`src/rtl/ssg_pkg.sv`:
```
// Package: shared sizes for the stream synchronization gate.
// Assumes capture streams occupy the low indices, playback streams above.
package ssg_pkg;
    localparam int SSG_NUM_CAP  = 4;   // capture (link-to-memory) streams
    localparam int SSG_NUM_PLAY = 4;   // playback (memory-to-link) streams
    localparam int SSG_REG_W    = 32;  // register port width

    // Release state of one stream lane
    typedef enum logic {
        LANE_PARKED   = 1'b0,   // waiting for a frame start after a hold
        LANE_RELEASED = 1'b1    // a frame start has been seen since the hold
    } lane_state_e;
endpackage

```
`src/rtl/ssg_hold_reg.sv`:
```
// Module: ssg_hold_reg
// Holds one hold bit per stream, written from the register port.
// Assumes a single-register port: every write targets this register.
// Bits above the stream count are reserved and read as zero.
module ssg_hold_reg #(
    parameter int NUM_STREAMS = 8,
    parameter int REG_W       = 32
) (
    input  logic                   clk,
    input  logic                   rst_n,
    input  logic                   wr_en,
    input  logic [REG_W-1:0]       wdata,
    output logic [NUM_STREAMS-1:0] hold_q,
    output logic [REG_W-1:0]       rdata
);
    localparam int RSVD_W = REG_W - NUM_STREAMS;
    localparam logic [REG_W-1:0] LIVE_MASK = {{RSVD_W{1'b0}}, {NUM_STREAMS{1'b1}}};

    // Capture hold bits on a write; clear on reset
    always_ff @(posedge clk) begin
        if (!rst_n) begin
            hold_q <= '0;
        end else if (wr_en) begin
            hold_q <= wdata[NUM_STREAMS-1:0];
        end
    end

    // Present hold bits with reserved field forced to zero
    always_comb begin
        rdata = {{RSVD_W{1'b0}}, hold_q};
    end

    // read data mirrors the last write with reserved bits masked
    a_r2_readback: assert property (@(posedge clk) disable iff (!rst_n)
        wr_en |=> (rdata == ($past(wdata) & LIVE_MASK)))
        else $error("a_r2_readback");
endmodule

```
`src/rtl/ssg_lane.sv`:
```
// Module: ssg_lane
// One stream's gate: tracks whether a frame start has been seen since the
// hold bit was last set and forms the link enable.
// Assumes frame_start is a one-cycle pulse at each frame boundary.
module ssg_lane
    import ssg_pkg::*;
(
    input  logic clk,
    input  logic rst_n,
    input  logic hold,
    input  logic run,
    input  logic fifo_rdy,
    input  logic frame_start,
    output logic link_en
);
    lane_state_e state_q;
    logic        frame_ok;

    // Park on hold; release on the first strobe seen with hold clear
    always_ff @(posedge clk) begin
        if (!rst_n) begin
            state_q <= LANE_RELEASED;
        end else if (hold) begin
            state_q <= LANE_PARKED;
        end else if (frame_start) begin
            state_q <= LANE_RELEASED;
        end
    end

    // Release is visible in the strobe cycle itself
    always_comb begin
        frame_ok = (state_q == LANE_RELEASED) || frame_start;
        link_en  = run && fifo_rdy && !hold && frame_ok;
    end

    // a clear with no strobe in the same cycle leaves the lane off
    a_r5_wait_frame: assert property (@(posedge clk) disable iff (!rst_n)
        ($past(hold) && !hold && !frame_start) |-> !link_en)
        else $error("a_r5_wait_frame");

    // a strobe seen while held does not enable the next cycle without its own strobe
    a_r8_strobe_ignored: assert property (@(posedge clk) disable iff (!rst_n)
        (hold && frame_start) |=> (!link_en || frame_start))
        else $error("a_r8_strobe_ignored");

    // run low keeps the lane off
    a_r9_run_gate: assert property (@(posedge clk) disable iff (!rst_n)
        !run |-> !link_en)
        else $error("a_r9_run_gate");

    // FIFO not ready keeps the lane off
    a_r10_rdy_gate: assert property (@(posedge clk) disable iff (!rst_n)
        !fifo_rdy |-> !link_en)
        else $error("a_r10_rdy_gate");
endmodule

```
`src/rtl/ssg_gate.sv`:
```
// Module: ssg_gate (top)
// Frame-aligned stream synchronization gate for capture and playback
// streams. Assumes all inputs are synchronous to clk.
module ssg_gate
    import ssg_pkg::*;
#(
    parameter int NUM_CAP  = SSG_NUM_CAP,
    parameter int NUM_PLAY = SSG_NUM_PLAY,
    parameter int REG_W    = SSG_REG_W
) (
    input  logic                            clk,
    input  logic                            rst_n,
    input  logic                            reg_wr_en,
    input  logic [REG_W-1:0]                reg_wdata,
    output logic [REG_W-1:0]                reg_rdata,
    input  logic [NUM_CAP+NUM_PLAY-1:0]     strm_run,
    input  logic [NUM_CAP+NUM_PLAY-1:0]     strm_fifo_rdy,
    input  logic [NUM_CAP+NUM_PLAY-1:0]     strm_frame_start,
    output logic [NUM_CAP+NUM_PLAY-1:0]     strm_link_en
);
    localparam int NUM_STREAMS = NUM_CAP + NUM_PLAY;

    logic [NUM_STREAMS-1:0] hold_q;

    ssg_hold_reg #(
        .NUM_STREAMS (NUM_STREAMS),
        .REG_W       (REG_W)
    ) u_hold (
        .clk    (clk),
        .rst_n  (rst_n),
        .wr_en  (reg_wr_en),
        .wdata  (reg_wdata),
        .hold_q (hold_q),
        .rdata  (reg_rdata)
    );

    // One gate lane per stream; capture lanes first, playback lanes above
    for (genvar i = 0; i < NUM_STREAMS; i++) begin : g_lane
        ssg_lane u_lane (
            .clk         (clk),
            .rst_n       (rst_n),
            .hold        (hold_q[i]),
            .run         (strm_run[i]),
            .fifo_rdy    (strm_fifo_rdy[i]),
            .frame_start (strm_frame_start[i]),
            .link_en     (strm_link_en[i])
        );

        // a write setting this hold bit stops the stream on the next cycle
        a_r7_hold_next: assert property (@(posedge clk) disable iff (!rst_n)
            (reg_wr_en && reg_wdata[i]) |=> !strm_link_en[i])
            else $error("a_r7_hold_next");
    end
endmodule

```
`config.mk`:
```
export PLATFORM = sky130hd
export DESIGN_NAME = ssg_gate
export DESIGN_NICKNAME = d
export VERILOG_FILES = /design/src/rtl/ssg_pkg.sv /design/src/rtl/ssg_hold_reg.sv /design/src/rtl/ssg_lane.sv /design/src/rtl/ssg_gate.sv
export SDC_FILE = /design/constraint.sdc
export NUM_CORES = 1
export LEC_CHECK = 0
export ABC_AREA = 1
export BUFFER_PORTS_ARGS = -buffer_cell sky130_fd_sc_hd__buf_2
export CORE_ASPECT_RATIO = 1.25
export CORE_MARGIN = 3
export CORE_UTILIZATION = 35
export CTS_BUF_LIST = sky130_fd_sc_hd__clkbuf_4
export CTS_CLUSTER_SIZE = 14
export DETAILED_ROUTE_END_ITERATION = 12
export PLACE_DENSITY = 0.91
export SETUP_SLACK_MARGIN = 0.5
export SLEW_MARGIN = 20
export SYNTH_ARGS = -nofsm -noshare
export SYNTH_HDL_FRONTEND = slang
export SYNTH_SLANG_ARGS = --single-unit
```
`constraint.sdc`:
```
create_clock -name clk -period 1.1 [get_ports clk]
set_input_delay 0.165 -clock clk [delete_from_list [all_inputs] [get_ports clk]]
set_output_delay 0.165 -clock clk [all_outputs]
set_load 0.1 [all_outputs]
```
After elaboration in Yosys (flattened, before gate mapping). Cells that the tools add are included.

Flip-flop bits (word level): 16. Word-level logic and storage cells: 73. Input port bits: 59.

Reductions and logical operators: 48. Muxes and demuxes: 16.

Operator list (number): 1-bit logical AND (24); 1-bit two-way mux (16); 2-bit nonzero test (8); 1-bit zero test (8); 1-bit logical OR (8).

Longest topological paths before layout. Gate-level depths: netlist of the first run.

Word-level depth: 3. Depth in mapped cells: 5. Mapped depth without buffers: 4.

By module. From an unflattened synthesis of the first run, not the netlist that was laid out.

Cells, all modules: 140. Area, all modules: 1001.0 sq um.

By module, submodules not included: ssg_hold_reg (seq. area each 160.2 sq um, times used 1, cells an instance 84, area each 600.6 sq um); ssg_lane (seq. area each 20.0 sq um, times used 8, cells an instance 7, area each 50.0 sq um).

Worst setup path after synthesis of the first run. Ideal clock, no wire load.

Path type: flip-flop to output port. From: reg u_hold.hold_q[1]. To: out strm_link_en[1]. Stages on the path, launching flop included: 5. Arrival time: 0.778 ns. Setup slack: 0.157 ns. Buffers on the path: 1. Cell sequence: dfxtp_1 -> inv_1 -> nand3_1 -> nor2_1 -> buf_4.

Word-level cells in the longest chain between the ends: 3.

RTL lines: start: declaration (RTL line ssg_hold_reg.sv:13) `output logic [NUM_STREAMS-1:0] hold_q,`; start signal: assignment (RTL line ssg_hold_reg.sv:24) `hold_q <= wdata[NUM_STREAMS-1:0];`; 1-bit zero test (RTL line ssg_lane.sv:33) `link_en = run && fifo_rdy && !hold && frame_ok;`; 1-bit logical AND (2 in series) (RTL line ssg_lane.sv:33); end: declaration (RTL line ssg_gate.sv:19) `output logic [NUM_CAP+NUM_PLAY-1:0] strm_link_en`.

Every way passes these cells.

Final worst setup path of the first run.
From: reg u_hold.hold_q[6]. To: out strm_link_en[6].

The elaborated chain is that of the path after synthesis.

==> implementation parameters, run 1 <==
Parameter                              Value

Floorplanning
  Die width ... roughly 54 um
  Initial standard-cell utilization of the core ... 0.369
  Core footprint ... approximately 2700 sq um
  IO Count ... 99
  Y dimension of the die ... 65.7 um
  Cell Rows ... 21
  Area of the die ... between 3000 and 4000 sq um

Global routing
  GRT overflow ... 0
  Via count of the first global-routing pass ... 888
  Antenna violations before repair ... 0
  Pin count of the biggest net entering global routing ... 17
  First-pass GRT wire length ... ~3.5 mm
  GRT Resource Usage Total ... 0.137

Routing
  Number of nets with antenna violations after routing ... 0
  Total number of vias ... just over 900
  Drc violations ... 0
  Max Used Layer ... met4
  Met3 wire length ... about 220 um
  First-pass DRT Iterations ... 3
  Detailed-routed wire length on met2 ... about 1.4 mm
  Routed metal-1 wire length ... roughly 730 um
  Average routed wire per standard cell ... 11.0 um
  Number of vias per cell ... between 4 and 5
  DR iter-0 viols ... 6
  Post-detailed-routing wire length ... roughly 2.4 mm

STA
  Final Max Tran Viols ... 0
  Tcrit/Tclk final ... 1.09
  Setup skew after layout ... 0.398 ps
  Achievable clock frequency ... slightly above 800 MHz
  Setup repair after global routing missed its margin ... yes
  Worst Setup Slack, final ... -102 ps
  Post-route minimum period ... around 1200 ps
  Hold violation total from the final report ... 0
  Number of failing setup endpoints in the final timing report ... 10

Synth
  Flip-flop and latch count after synthesis ... 16
  Yosys warning total ... 0
  Average size of a mapped cell ... approximately 7.1 sq um
  Number of cells produced by synthesis ... 140
  Post-synthesis sequential area ratio ... 0.321
  Area of the mapped netlist ... approximately 1000 sq um
  Number of unique standard cell types used by synthesis ... 11

Setup path
  Type of element capturing the critical path ... output port
  Critical-path maximum fanout ... 2
  Critical Path Source Type ... register
  Worst path required time ... 940 ps
  Critical path type ... register to output port
  Arrival time of the worst setup path ... between 1000 and 1500 ps

Finish
  Layout cells sized above 1 ... 0.686
  Commonest cells after routing, fill and taps aside ... buf_2, conb_1, nor2_4
  Most common cell after layout, fill and taps aside ... buf_2
  Growth of design area from synthesis to finish ... 70.9%
  Filler cell count in the final layout ... roughly 230
  Count of non-filler cells in the finished layout ... between 200 and 250
  Sequential cell area in the final layout ... around 340 sq um
  Final nets ... roughly 250
  Cell area after layout ... roughly 1700 sq um
  Area of combinational cells with multiple inputs ... about 590 sq um
  Final antenna diode count ... 0
  Utilization after layout ... 0.631

Placed design
  Area post-placement ... ~1300 sq um
  Global placer's final weighted congestion ... 0.689
  Final HPWL DP ... about 1.6 mm
  Number of buffer cells added on primary ports ... 50
  Cell count after placement ... between 200 and 250

Status
  Outcome ... finished with violations
  Failing checks ... negative setup slack

Hold path
  Worst hold-check path type ... input port to register

Clocking
  Number of levels the H-tree was split into ... 1
  CTS max path bufs ... 2
  TritonCTS buffer count ... 3
  Root Buffer Master ... clkbuf_4
  TritonCTS sink count ... 16
  Clock transition at the register clock pins on the worst setup and hold paths after CTS ... ~90 ps
  CTS tree ... yes
  Post-CTS Hold Fix Bufs ... 0
  Insertion delay of the later-clocked pin in the worst-skew pair ... 270 ps

Power
  Total power after layout ... roughly 2.1 mW
  Worst vdd ir ... approximately 700 uV
  Cell area power density ... between 1000 and 1500 nW/um^2
  P_leak ... 0.810 nW

Job
  # Max-Cap Violations ... 0
[critical path: stages (launching register included)]
cell and delay [ps]:
dfxtp_2 340, inv_2 50, nand3_2 80, nor2_4 110, buf_12 180
[registers in the layout, summed over array words and instances, names as in the netlist]
register,cells
g_lane.u_lane.state_q,8
u_hold.hold_q,8
[per-stage QoR]
stage / setup TNS (ps) / hold WS [ps] / setup slack (ps)
floorplan: 0 / 285 / 181
global placement: 0 / 416 / 143
detailed placement: 0 / 423 / 141
CTS: -1010 / 146 / -124
global route: -1590 / 154 / -163
finish: -861 / 161 / -102
[cell type report]
class                           count  area share
Timing Repair Buffer               65       0.382
Multi-Input combinational cell     88       0.348
Sequential cell                    16       0.196
Inverter                           16      0.0352
Tap cell                           34      0.0249
Clock buffer                        3      0.0132
[worst paths after layout]
| kind | end | slack [ps] | from | cells past startpoint |
|---|---|---|---|---|
| setup / recovery | strm_link_en[6] | -100 | u_hold.hold_q[6]$_SDFFE_PN0P_ | 4 |
| hold / removal | g_lane[4].u_lane.state_q$_SDFFE_PN1P_ | 160 | strm_frame_start[4] | 3 |
| setup reg to reg | u_hold.hold_q[1]$_SDFFE_PN0P_ | 210 | u_hold.hold_q[1]$_SDFFE_PN0P_ | 5 |
| hold reg to reg | g_lane[4].u_lane.state_q$_SDFFE_PN1P_ | 520 | g_lane[4].u_lane.state_q$_SDFFE_PN1P_ | 2 |
[cell usage after synthesis]
cell type | instances | share of area
nor2_1 | 28 | 0.11
nand2_1 | 12 | 0.045
buf_6 | 3 | 0.034
nor2_2 | 4 | 0.025
o21ai_1 | 8 | 0.040
conb_1 | 1 | 0.0038
inv_1 | 16 | 0.060
dfxtp_1 | 16 | 0.32
buf_4 | 40 | 0.30
nand3_1 | 8 | 0.040
nand2_2 | 4 | 0.025
[timing repair]
action | 4_1_cts | 5_1_grt
resized for setup | 68 | 20
buffers inserted | 3 | 4
pin swaps | 17 | 17
endpoints found under the setup margin | 32 | 32
[cell families (layout without fill, tap and decap cells)]
family | Yosys count | after routing | synth area share
compound gates | 8 | 8 | 0.0401
buf+inv | 59 | 84 | 0.395
flops | 16 | 16 | 0.321
other cells | 1 | 24 | 0.00376
simple gates | 56 | 56 | 0.241
[power by group]
part | switching, mW | internal [mW] | total (mW)
sequential | 0.0299 | 0.624 | 0.654
clock | 0.173 | 0.127 | 0.300
combinational | 0.828 | 0.320 | 1.15
total | 1.03 | 1.07 | 2.10
[per-layer routing]
metal / up-vias / track usage
met5: - / 0
met4: 0 / 0.0735
met3: 4 / 0.0295
met2: 47 / 0.264
met1: 408 / 0.124
li1: 459 / -
Power figures use the tool's default switching activity.
==> inputs of run 2 (changes only) <==
--- a/config.mk
+++ b/config.mk
@@ -7,7 +7,7 @@
 export LEC_CHECK = 0
 export ABC_AREA = 1
 export BUFFER_PORTS_ARGS = -buffer_cell sky130_fd_sc_hd__buf_2
-export CORE_ASPECT_RATIO = 1.25
+export CORE_ASPECT_RATIO = 1.5
 export CORE_MARGIN = 3
 export CORE_UTILIZATION = 35
 export CTS_BUF_LIST = sky130_fd_sc_hd__clkbuf_4
==> run 2 against run 1 <==
  * The run still ends with negative setup slack left
  * Power rose by 1.6%
  * Global-route usage rose by 0.39 points
  * Flip-flop and latch count did not move
  * Fmax fell by 3.5%
  * Worst setup slack got worse by 44 ps
  * First-iteration DRC count rose to 4.5 times the previous value
  * Clock power rose by 2%
  * Wire length rose by 23%
  * Die area rose by 0.27%
  * Critical endpoint is now strm_link_en[5]
  * Highest routed layer unchanged
==> implementation parameters, run 2 (synthesis results as in run 1) <==
Parameter                              Value

STA
  Achievable clock frequency ... 802 MHz
  Worst Setup Slack, final ... -146 ps
  Hold violation total from the final report ... 0
  Setup skew after layout ... about 0.45 ps
  Final Max Tran Viols ... 0
  Tcrit/Tclk final ... 1.13
  Post-route minimum period ... 1250 ps
  Setup repair after global routing missed its margin ... yes
  Summed negative setup slack over all endpoints ... -1050 ps
  Post-route worst hold slack ... between 150 and 200 ps
  Number of failing setup endpoints in the final timing report ... 11

Setup path
  Launch instance of the worst register-to-register path ... u_hold.hold_q[4]$_SDFFE_PN0P_
  Slack of the worst reg-to-reg path ... roughly 180 ps
  Critical Path Source Type ... register
  Worst path required time ... 940 ps
  Slowest stage cell, crit path ... dfxtp_1
  Sequence of cells on the critical path ... nor2_2 -> nor2_4 -> buf_12
  Largest stage delay on the critical path ... 330 ps
  Critical-path maximum fanout ... 2
  Depth of the worst register-to-register path ... 5
  Critical path type ... register to output port
  Crit path from ... g_lane[5].u_lane.state_q$_SDFFE_PN1P_
  Arrival time of the worst setup path ... 1080 ps
  Destination of the worst register-to-register timing path ... u_hold.hold_q[4]$_SDFFE_PN0P_
  Type of element capturing the critical path ... output port

Finish
  Filler cell count in the final layout ... about 220
  Layout cells sized above 1 ... 0.705
  Sequential cell area in the final layout ... approximately 340 sq um
  Final antenna diode count ... 0
  Most common cell after layout, fill and taps aside ... buf_2
  Growth of design area from synthesis to finish ... 73.6%
  Top flop regs ... g_lane.u_lane.state_q (8), u_hold.hold_q (8)
  Commonest cells after routing, fill and taps aside ... buf_2, conb_1, nor2_4
  Area of combinational cells with multiple inputs ... about 590 sq um
  Final nets ... between 200 and 300

Global routing
  Via count of the first global-routing pass ... around 900
  Pin count of the biggest net entering global routing ... 17
  First-pass GRT wire length ... around 3.8 mm
  GRT Resource Usage Total ... 0.141
  GRT overflow ... 0
  Antenna violations before repair ... 0

Floorplanning
  Area of the die ... between 3000 and 4000 sq um
  Core footprint ... ~2700 sq um
  Y dimension of the die ... between 70 and 80 um
  Die width ... 49.6 um
  Cell Rows ... 23
  Initial standard-cell utilization of the core ... 0.369
  IO Count ... between 90 and 100

Clocking
  TritonCTS buffer count ... 3
  CTS tree ... yes
  TritonCTS sink count ... 16
  Root Buffer Master ... clkbuf_4
  Insertion delay of the later-clocked pin in the worst-skew pair ... 280 ps
  Clock transition at the register clock pins on the worst setup and hold paths after CTS ... 90 ps
  Post-CTS Hold Fix Bufs ... 0
  Number of levels the H-tree was split into ... 1
  CTS max path bufs ... 2

Routing
  Number of vias per cell ... a little over 4
  Post-detailed-routing wire length ... 3.00 mm
  DR iter-0 viols ... 27
  Number of nets with antenna violations after routing ... 0
  Total number of vias ... approximately 940
  First-pass DRT Iterations ... 2
  Drc violations ... 0
  Average routed wire per standard cell ... between 10 and 15 um

Power
  P_leak ... between 0.8 and 0.9 nW
  Worst vdd ir ... ~650 uV
  Cell area power density ... 1230 nW/um^2

Hold path
  Min-Delay Endpoint ... u_hold.hold_q[7]$_SDFFE_PN0P_
  Worst hold-check path type ... input port to register
  Hold Crit Depth ... 5
  Worst Min Path Start ... reg_wdata[7]

Placed design
  Number of buffer cells added on primary ports ... 50
  Setup Slack @ Placement ... 124 ps
  Final HPWL DP ... roughly 1.7 mm
  Global placer's final weighted congestion ... just under 0.7

Status
  Outcome ... finished with violations
  Failing checks ... negative setup slack

Job
  # Max-Cap Violations ... 0
## run 2: worst max-delay path, delay by kind of cell (launching register included)
family,cells,cell delay (ps)
and+or+nand+nor,2,300
buffers and inverters,1,160
DFF,1,330
## run 2: final cells by class
type | count | area share
Inverter | 16 | 0.0347
Timing Repair Buffer | 67 | 0.388
Multi-Input combinational cell | 88 | 0.343
Clock buffer | 3 | 0.0130
Tap cell | 37 | 0.0267
Sequential cell | 16 | 0.194
## run 2: layer usage
| layer | share of wire | global-route usage | wire, um | vias up |
|---|---|---|---|---|
| li1 | - | - | - | 460 |
| met1 | 0.33 | 0.141 | 978 | 431 |
| met2 | 0.58 | 0.271 | 1740 | 49 |
| met3 | 0.079 | 0.0270 | 236 | 4 |
| met4 | 0.012 | 0.0646 | 37 | 0 |
| met5 | 0 | 0 | 0 | - |
## run 2: report_power, final
group          total [mW]  internal (mW)  leakage, nW  switching [mW]
sequential          0.655          0.624        0.133          0.0310
clock               0.307          0.127       0.0138           0.180
combinational        1.17          0.328        0.673           0.843
total                2.13           1.08        0.820            1.05
## run 2: per-stage QoR
| step | total power, mW | util | area (sq um) | cells |
|---|---|---|---|---|
| CTS | 2.06 | 0.590 | 1600 | 222 |
| finish | 2.13 | 0.641 | 1730 | 227 |
| detailed placement | 1.66 | 0.498 | 1350 | 215 |
| global route | 2.21 | 0.641 | 1730 | 227 |
| global placement | 1.64 | 0.498 | 1350 | 215 |
| floorplan | 1.52 | - | 1120 | 163 |
## run 2: repair_timing
| item | in CTS | in global routing |
|---|---|---|
| resized for setup | 66 | 26 |
| pin swaps | 20 | 13 |
| buffers inserted | 4 | 5 |
| endpoints found under the setup margin | 32 | 32 |
## run 2: worst max-delay path by stage
stage | endpoint | slack (ps) | depth (start not counted)
6_report | strm_link_en[5] | -150 | 3
5_1_grt | strm_link_en[5] | -190 | 3
4_1_cts | strm_link_en[5] | -120 | 4
3_5_place_dp | strm_link_en[2] | 120 | 4
3_3_place_gp | strm_link_en[7] | 170 | 4
2_1_floorplan | strm_link_en[1] | 180 | 4
==> inputs of run 3 (changes only) <==
--- a/config.mk
+++ b/config.mk
@@ -14,6 +14,7 @@
 export CTS_CLUSTER_SIZE = 14
 export DETAILED_ROUTE_END_ITERATION = 12
 export PLACE_DENSITY = 0.91
+export REMOVE_ABC_BUFFERS = 1
 export SETUP_SLACK_MARGIN = 0.5
 export SLEW_MARGIN = 20
 export SYNTH_ARGS = -nofsm -noshare
==> run 3 against run 2 <==
  * First-iteration DRC count fell by 100%
  * The run still ends with negative setup slack left
  * Die area did not move
  * Critical endpoint is now strm_link_en[0]
  * Sequential power barely moved
  * Non-clock buffer count rose by 6
  * Via count did not move
==> implementation parameters, run 3 (synthesis results as in run 1) <==
Parameter                              Value

Status
  Outcome ... finished with violations
  Failing checks ... negative setup slack

Routing
  Number of vias per cell ... roughly 4.0
  Average routed wire per standard cell ... between 10 and 15 um
  First-pass DRT Iterations ... 1
  Max Used Layer ... met4
  Number of nets with antenna violations after routing ... 0
  DR iter-0 viols ... 0
  Met3 wire length ... approximately 140 um
  Post-detailed-routing wire length ... between 2 and 2.5 mm
  Total number of vias ... between 900 and 1000
  Detailed-routed wire length on met2 ... around 1.4 mm
  Drc violations ... 0
  Routed metal-1 wire length ... 803 um

Setup path
  Critical path type ... register to output port
  Crit path from ... g_lane[0].u_lane.state_q$_SDFFE_PN1P_
  Slack of the worst reg-to-reg path ... roughly 110 ps
  Destination of the worst register-to-register timing path ... u_hold.hold_q[0]$_SDFFE_PN0P_
  Arrival time of the worst setup path ... roughly 1100 ps
  Worst setup endpoint ... strm_link_en[0]
  Depth of the worst register-to-register path ... 6
  Largest stage delay on the critical path ... roughly 320 ps
  Launch instance of the worst register-to-register path ... u_hold.hold_q[0]$_SDFFE_PN0P_
  Type of element capturing the critical path ... output port
  Worst path required time ... between 900 and 1000 ps
  Critical Path Source Type ... register
  Sequence of cells on the critical path ... nor2_2 -> nor2_4 -> buf_12
  Critical-path maximum fanout ... 2
  Slowest stage cell, crit path ... dfxtp_1

STA
  Setup skew after layout ... roughly 1.2 ps
  Summed negative setup slack over all endpoints ... -1050 ps
  Achievable clock frequency ... 823 MHz
  Post-route worst hold slack ... about 150 ps
  Worst Setup Slack, final ... -115 ps
  Number of failing setup endpoints in the final timing report ... 12
  Post-route minimum period ... 1220 ps
  Hold violation total from the final report ... 0
  Setup repair after global routing missed its margin ... yes
  Final Max Tran Viols ... 0
  Tcrit/Tclk final ... 1.10

Finish
  Final nets ... 257
  Top flop regs ... g_lane.u_lane.state_q (8), u_hold.hold_q (8)
  Most common cell after layout, fill and taps aside ... buf_2
  Area of combinational cells with multiple inputs ... approximately 610 sq um
  Filler cell count in the final layout ... between 200 and 300
  Count of non-filler cells in the finished layout ... approximately 230
  Commonest cells after routing, fill and taps aside ... buf_2, conb_1, nor2_4
  Layout cells sized above 1 ... 0.716
  Sequential cell area in the final layout ... around 340 sq um
  Final antenna diode count ... 0
  Growth of design area from synthesis to finish ... 80.8%

Floorplanning
  Die width ... between 40 and 50 um
  Cell Rows ... 23
  Core footprint ... roughly 2700 sq um
  Initial standard-cell utilization of the core ... 0.369
  IO Count ... slightly below 100
  Area of the die ... around 3500 sq um
  Y dimension of the die ... between 70 and 80 um

Power
  P_leak ... 0.858 nW
  Part of the power in combinational logic ... 0.551
  Clk network pwr share ... 0.147
  Switching power summed over all nets ... between 1 and 1.5 mW
  Cell area power density ... ~1200 nW/um^2
  Internal power ... 1.11 mW
  Switching portion of total power ... 0.488
  Register share of total power ... 0.302
  Worst vdd ir ... 704 uV

Clocking
  TritonCTS sink count ... 16
  CTS tree ... yes
  Number of levels the H-tree was split into ... 1
  CTS max path bufs ... 2
  Post-CTS Hold Fix Bufs ... 0
  TritonCTS buffer count ... 3
  Insertion delay of the later-clocked pin in the worst-skew pair ... about 280 ps
  Root Buffer Master ... clkbuf_4
  Clock transition at the register clock pins on the worst setup and hold paths after CTS ... ~90 ps

Placed design
  Cell count after placement ... 215
  Number of buffer cells added on primary ports ... 50
  Final HPWL DP ... about 1.6 mm
  Setup Slack @ Placement ... between 100 and 150 ps
  Global placer's final weighted congestion ... 0.742

Global routing
  GRT Resource Usage Total ... 0.133
  Via count of the first global-routing pass ... a little over 900
  First-pass GRT wire length ... roughly 3.8 mm
  GRT overflow ... 0
  Pin count of the biggest net entering global routing ... 17
  Antenna violations before repair ... 0

Hold path
  Worst Min Path Start ... strm_frame_start[4]
  Worst hold-check path type ... input port to register

Job
  # Max-Cap Violations ... 0
==> run 3: cell types whose count changed in the layout (fill, tap and decap cells not counted), sizes merged <==
cell,delta
clkinv,+1
clkbuf,-1
buf,+7
==> run 3: power groups by stage <==
stage               combinational (mW)  sequential (mW)  clock [mW]
floorplan                        0.565            0.797           0
global placement                  1.00            0.643           0
detailed placement                1.01            0.645           0
CTS                               1.10            0.650       0.336
global route                      1.24            0.657       0.366
finish                            1.19            0.652       0.318
==> run 3: routing by layer <==
layer,track usage,vias up
met4,0.0462,0
met3,0.0270,4
met5,0,-
met2,0.246,40
met1,0.148,429
li1,-,471
==> run 3: cell type report <==
type | instances | share of cell area
timing repair buffer | 73 | 0.403
tap | 37 | 0.0256
sequential | 16 | 0.186
inverter | 16 | 0.0333
multi-input combinational | 88 | 0.338
clock inverter | 1 | 0.00208
clock buffer | 3 | 0.0125
==> run 3: what timing repair did <==
| action | 4_1_cts | 5_1_grt |
|---|---|---|
| setup endpoints to repair | 32 | 32 |
| gates cloned | 0 | 0 |
| gates resized for setup | 68 | 28 |
| setup buffers | 3 | 12 |
| pin swaps | 18 | 15 |
==> run 3: critical path, delay by kind of cell (launching register included) <==
kind                   cells  cell delay (ps)
flip-flops                 1              320
buffers and inverters      1              160
AND/OR/NAND/NOR            2              270
==> run 3: per-stage QoR <==
step           power [mW]   util  instance area [sq um]
6_report             2.16  0.667                   1810
5_1_grt              2.26  0.667                   1810
4_1_cts              2.08  0.592                   1600
3_5_place_dp         1.66  0.498                   1350
3_3_place_gp         1.64  0.498                   1350
2_1_floorplan        1.36      -                    751
==> run 3: worst min-delay path by stage <==
stage | end | slack [ps] | cells past startpoint
3_3_place_gp | g_lane[3].u_lane.state_q$_SDFFE_PN1P_ | 410 | 3
6_report | g_lane[4].u_lane.state_q$_SDFFE_PN1P_ | 150 | 3
5_1_grt | g_lane[0].u_lane.state_q$_SDFFE_PN1P_ | 150 | 3
4_1_cts | g_lane[7].u_lane.state_q$_SDFFE_PN1P_ | 130 | 3
2_1_floorplan | g_lane[0].u_lane.state_q$_SDFFE_PN1P_ | 240 | 1
3_5_place_dp | g_lane[2].u_lane.state_q$_SDFFE_PN1P_ | 420 | 3
